===== src/rtl/narrow_pkg.sv =====
package narrow_pkg;
  localparam int SRC_W     = 32;
  localparam int SRC_EW    = 8;
  localparam int SRC_MW    = 23;
  localparam int SRC_BIAS  = 127;
  localparam int DST_W     = 16;
  localparam int HF_EW     = 5;
  localparam int HF_MW     = 10;
  localparam int HF_BIAS   = 15;
  localparam int BF_MW     = 7;
  localparam int BF_DROP   = SRC_MW - BF_MW;
  localparam int HF_DROP   = SRC_MW - HF_MW;
  localparam int HF_REBIAS = SRC_BIAS - HF_BIAS;
  localparam int HF_EMAX   = (1 << HF_EW) - 1;

  typedef struct packed {
    logic [DST_W-1:0] bits;
    logic             ovf;
    logic             unf;
  } narrow_res_t;

  // round to nearest, ties to even
  function automatic logic rne_up(input logic lsb, input logic guard, input logic sticky);
    return guard & (sticky | lsb);
  endfunction
endpackage


===== src/rtl/narrow_bf16.sv =====
module narrow_bf16
  import narrow_pkg::*;
(
  input  logic [SRC_W-1:0] src,
  output narrow_res_t      res
);
  localparam int KW = SRC_EW + BF_MW;

  logic              sgn;
  logic [SRC_EW-1:0] ex;
  logic [SRC_MW-1:0] man;
  logic [KW-1:0]     kept;
  logic [KW-1:0]     rsum;
  logic              up;

  assign sgn  = src[SRC_W-1];
  assign ex   = src[SRC_W-2 -: SRC_EW];
  assign man  = src[SRC_MW-1:0];
  assign kept = src[SRC_W-2 -: KW];
  assign up   = rne_up(man[BF_DROP], man[BF_DROP-1], |man[BF_DROP-2:0]);
  assign rsum = kept + {{(KW-1){1'b0}}, up};

  always_comb begin
    res = '0;
    res.bits[DST_W-1] = sgn;
    if (&ex) begin
      if (|man) res.bits[DST_W-2:0] = {ex, 1'b1, man[SRC_MW-2 -: BF_MW-1]};
      else      res.bits[DST_W-2:0] = {ex, {BF_MW{1'b0}}};
    end else begin
      res.bits[DST_W-2:0] = rsum;
      res.ovf = &rsum[KW-1 -: SRC_EW];
      res.unf = (|src[SRC_W-2:0]) && !(|rsum[KW-1 -: SRC_EW]);
    end
  end
endmodule


===== src/rtl/narrow_half.sv =====
module narrow_half
  import narrow_pkg::*;
(
  input  logic [SRC_W-1:0] src,
  output narrow_res_t      res
);
  localparam int KW = HF_EW + HF_MW;
  localparam logic [SRC_EW-1:0] EX_LOW  = SRC_EW'(HF_REBIAS);
  localparam logic [SRC_EW-1:0] EX_HIGH = SRC_EW'(HF_REBIAS + HF_EMAX);

  logic              sgn;
  logic [SRC_EW-1:0] ex;
  logic [SRC_MW-1:0] man;
  logic [HF_MW-1:0]  hm;
  logic [HF_EW-1:0]  hexp;
  logic [KW-1:0]     nsum;
  logic              up;

  assign sgn  = src[SRC_W-1];
  assign ex   = src[SRC_W-2 -: SRC_EW];
  assign man  = src[SRC_MW-1:0];
  assign hm   = man[SRC_MW-1 -: HF_MW];
  assign hexp = HF_EW'(ex - EX_LOW);
  assign up   = rne_up(man[HF_DROP], man[HF_DROP-1], |man[HF_DROP-2:0]);
  assign nsum = {hexp, hm} + {{(KW-1){1'b0}}, up};

  always_comb begin
    res = '0;
    res.bits[DST_W-1] = sgn;
    if (&ex) begin
      if (|man) res.bits[KW-1:0] = {{HF_EW{1'b1}}, 1'b1, man[SRC_MW-2 -: HF_MW-1]};
      else      res.bits[KW-1:0] = {{HF_EW{1'b1}}, {HF_MW{1'b0}}};
    end else if (ex == '0) begin
      res.unf = |man;
    end else if (ex >= EX_HIGH) begin
      res.bits[KW-1:0] = {{HF_EW{1'b1}}, {HF_MW{1'b0}}};
      res.ovf = 1'b1;
    end else if (ex > EX_LOW) begin
      res.bits[KW-1:0] = nsum;
      res.ovf = &nsum[KW-1 -: HF_EW];
    end else if (ex == EX_LOW && (&hm) && up) begin
      res.bits[KW-1:0] = {{(HF_EW-1){1'b0}}, 1'b1, {HF_MW{1'b0}}};
    end else begin
      res.unf = 1'b1;
    end
  end
endmodule


===== src/rtl/f32_narrower.sv =====
module f32_narrower
  import narrow_pkg::*;
(
  input  logic             clk,
  input  logic             rst,
  input  logic             in_valid,
  input  logic [SRC_W-1:0] in_data,
  input  logic             in_to_half,
  output logic             out_valid,
  output logic [DST_W-1:0] out_data,
  output logic             out_ovf,
  output logic             out_unf
);
  narrow_res_t bf_res;
  narrow_res_t hf_res;
  narrow_res_t pick;

  narrow_bf16 u_bf (.src(in_data), .res(bf_res));
  narrow_half u_hf (.src(in_data), .res(hf_res));

  assign pick = in_to_half ? hf_res : bf_res;

  always_ff @(posedge clk) begin
    if (rst) begin
      out_valid <= 1'b0;
      out_data  <= '0;
      out_ovf   <= 1'b0;
      out_unf   <= 1'b0;
    end else begin
      out_valid <= in_valid;
      if (in_valid) begin
        out_data <= pick.bits;
        out_ovf  <= pick.ovf;
        out_unf  <= pick.unf;
      end
    end
  end
endmodule


===== config.mk =====
export PLATFORM = sky130hd
export DESIGN_NAME = f32_narrower
export DESIGN_NICKNAME = d
export VERILOG_FILES = /design/src/rtl/narrow_pkg.sv /design/src/rtl/narrow_bf16.sv /design/src/rtl/narrow_half.sv /design/src/rtl/f32_narrower.sv
export SDC_FILE = /design/constraint.sdc
export NUM_CORES = 1
export LEC_CHECK = 0
export BUFFER_PORTS_ARGS = -buffer_cell sky130_fd_sc_hd__buf_2
export CAP_MARGIN = 20
export CORE_ASPECT_RATIO = 2
export CORE_MARGIN = 2
export CORE_UTILIZATION = 50
export DETAILED_ROUTE_END_ITERATION = 16
export GPL_ROUTABILITY_DRIVEN = 0
export PLACE_DENSITY = 0.81
export RECOVER_POWER = 100
export SLEW_MARGIN = 15
export SYNTH_ARGS = -nofsm -noshare
export SYNTH_HDL_FRONTEND = slang
export SYNTH_SLANG_ARGS = --single-unit

===== constraint.sdc =====
create_clock -name clk -period 3.9 [get_ports clk]
set_input_delay 0.195 -clock clk [delete_from_list [all_inputs] [get_ports clk]]
set_output_delay 0.195 -clock clk [all_outputs]
set_load 0.02 [all_outputs]

==> flow_metrics.py <==
metrics = {
    "global_routing": {
        "grt_pass1_vias": 2112,
        "grt_max_degree": 26,
        "grt_pass1_wl_mm": 10.1,
        "grt.overflow.total": 0,
        "antenna_found_initial": 0,
        "grt_util_all_layers_pct": 27.4,
    },
    "placement": {
        "hpwl_mm": 4.67,
        "dp_cells": 349,
        "placement.io_buffers": 54,
    },
    "clocking": {
        "cts_setup_buffers": 0,
        "insertion_delay_ps": 240,
        "hold_buffers": 0,
        "clock-sinks": 19,
        "ctsResizeCount": 0,
        "clockRootBuffer": "clkbuf_8",
        "cts_tree": "yes",
        "cts_max_path_buffers": 2,
        "cts_buffers": 3,
        "clk_pin_slew_ps": 60,
        "htreeDepth": 1,
    },
    "sta": {
        "min_period_ps": 2550,
        "skew_ps": 0,
        "rsz0062_at_grt": "no",
        "timing.final.crit_share_pct": 65.5,
        "setup_violations": 0,
        "fin_setup_tns_ps": 0,
        "max_freq_mhz": 392,
        "finalHoldViolCount": 0,
        "tightestPinTransition_ps": 917,
        "slew-limit-headroom_pct": 38.8,
        "drv_slew": 0,
    },
    "floorplanning": {
        "die_y_microns": 93.7,
        "initial_core_util_pct": 52.3,
        "die-width_microns": 48.8,
        "fp-row-count": 32,
        "design.core.area_sq_mm": 0.00384,
        "dieArea_sq_mm": 0.00458,
        "io_pins": 55,
    },
    "worst_hold_path": {
        "hp-class": "in -> reg",
        "hp-start": "in_data[31]",
        "worstHoldPathCells": 3,
        "min_to": "out_data[15]",
    },
    "setup_path": {
        "cp_data_required_time_ps": 4010,
        "r2r-start": "out_ovf",
        "start_kind": "primary input",
        "cp-end-kind": "register",
        "crit_fanout": 14,
        "worstPathArrival_ps": 2670,
        "startpoint": "in_data[24]",
        "r2r_end": "out_ovf",
        "r2r_slack_ps": 2380,
        "critical_path_class": "in -> reg",
        "rr_worst_depth": 5,
    },
    "synth": {
        "async_flop_share_pct": 0,
        "syn_area_per_cell_sq_um": 7.50,
        "synth_common_cells": "nand2_1, nor2_1, dfxtp_1, nor3_1, o21ai_0",
        "synth_area_leaders": "dfxtp_1, a211oi_1, nor3_1",
        "synth_top_area_cell": "dfxtp_1",
        "syn_nets": 306,
        "syn-instance-count": 268,
        "synth-main-ff-cell": "dfxtp_1",
        "synth.most_common_cell": "nand2_1",
        "synth.distinct_cells": 62,
        "synthDominantCellAreaShare_pct": 18.9,
        "synth_edf_count": 0,
        "syn_area_sq_mm": 0.00201,
        "ys_ff_latch": 19,
        "yosysSeqAreaShare_pct": 18.9,
        "ys_warn_count": 0,
    },
    "outcome": {
        "status": "completed",
    },
    "routing": {
        "detail_route.wl_per_cell_microns": 17.4,
        "routed_via_density": 6.43,
        "drtPass1Iterations": 6,
        "antenna_left": 0,
        "totalWireLength_mm": 6.13,
        "drc": 0,
        "vias": 2271,
        "drtIter0Drc": 124,
    },
    "pwr": {
        "peakVddDrop_uv": 151,
        "power.density_mw_per_mm2": 236,
        "leakage_nw": 0.775,
    },
    "cells_and_area": {
        "drive_above_1_share_pct": 13.9,
        "antenna-diode-count": 0,
        "syn2layout_area_growth_pct": 8.59,
        "fin_nets": 341,
        "layout.cells.non_filler": 353,
        "finalCoreUtilization_pct": 56.8,
    },
    "job": {
        "drv_cap": 0,
    },
}
## through the flow
| stage | cell area (sq um) | total power [W] | setup WS (ps) | hold slack [ps] |
|---|---|---|---|---|
| 6_report | 2180 | 0.000515 | 1350 | 183 |
| 4_1_cts | 2260 | 0.000521 | 1990 | 184 |
| 3_3_place_gp | 2210 | 0.000390 | 1760 | 431 |
| 5_1_grt | 2180 | 0.000542 | 1170 | 217 |
| 3_5_place_dp | 2210 | 0.000393 | 1720 | 442 |
| 2_1_floorplan | 2010 | 0.000341 | 2110 | 342 |
## kinds of logic after synthesis
logic type      count (synthesis)  synth area share [%]
simple gates                  125                  37.0
compound gates                 74                  27.6
buf+inv                        32                  8.09
flops                          19                  18.9
xor+xnor                       14                  6.10
mux                             2                  1.06
fa+ha+maj                       2                  1.24
## cell usage in the layout, fill, tap and decap left out, types with 4 or more instances in the layout
cell type  count
nor3_1        16
nand3_1       11
a21oi_1        7
a211oi_1      11
or4_1          4
o21ai_0       13
inv_1          8
buf_2         33
clkbuf_1      22
o31ai_1        6
nand2_1       21
nor2_1        20
and3_1         4
xor2_1         6
nand4_1       10
and4_1         7
or3_1          4
xnor2_1        8
dfxtp_1       19
nor4_1        13
## layout make-up
class                   count  area [sq um]
flip-flops and latches     19           380
inverters                   8          30.0
clock buffers               4          45.0
well taps                  51          63.8
multi-input cells         217          1420
repair buffers             54           244
fillers                   393          1660
## critical path, stage by stage
cell and delay, ps:
clkbuf_1 400, nand4_1 430, a32oi_1 890, nor3_1 110
a2111oi_0 540, nor3_1 100
## where the power goes
group          switching, W  leakage (nW)  internal, W
Clock             0.0000568        0.0228    0.0000724
Combinational      0.000113         0.595    0.0000584
Sequential       0.00000663         0.157     0.000207
Total              0.000177         0.775     0.000338
## sequential cells by signal, summed over array words and instances (netlist names)
signal,flops
out_data,16
out_ovf,1
out_unf,1
out_valid,1
## metal layers
layer | part of all wire [%] | vias up | global-route usage, % | wire [microns]
li1 | - | 1107 | - | -
met1 | 39 | 1039 | 31.6 | 2390
met2 | 51 | 102 | 47.4 | 3110
met3 | 5.3 | 23 | 2.39 | 322
met4 | 5.1 | 0 | 17.9 | 312
met5 | 0 | - | 0 | 0
## worst max path at each step
stage,to,cells after the start
finish,out_data[3],6
global route,out_data[3],6
CTS,out_data[1],6
detailed placement,out_data[3],6
global placement,out_data[3],6
floorplan,out_data[14],8
No activity file was read; power rests on OpenSTA's default activity.
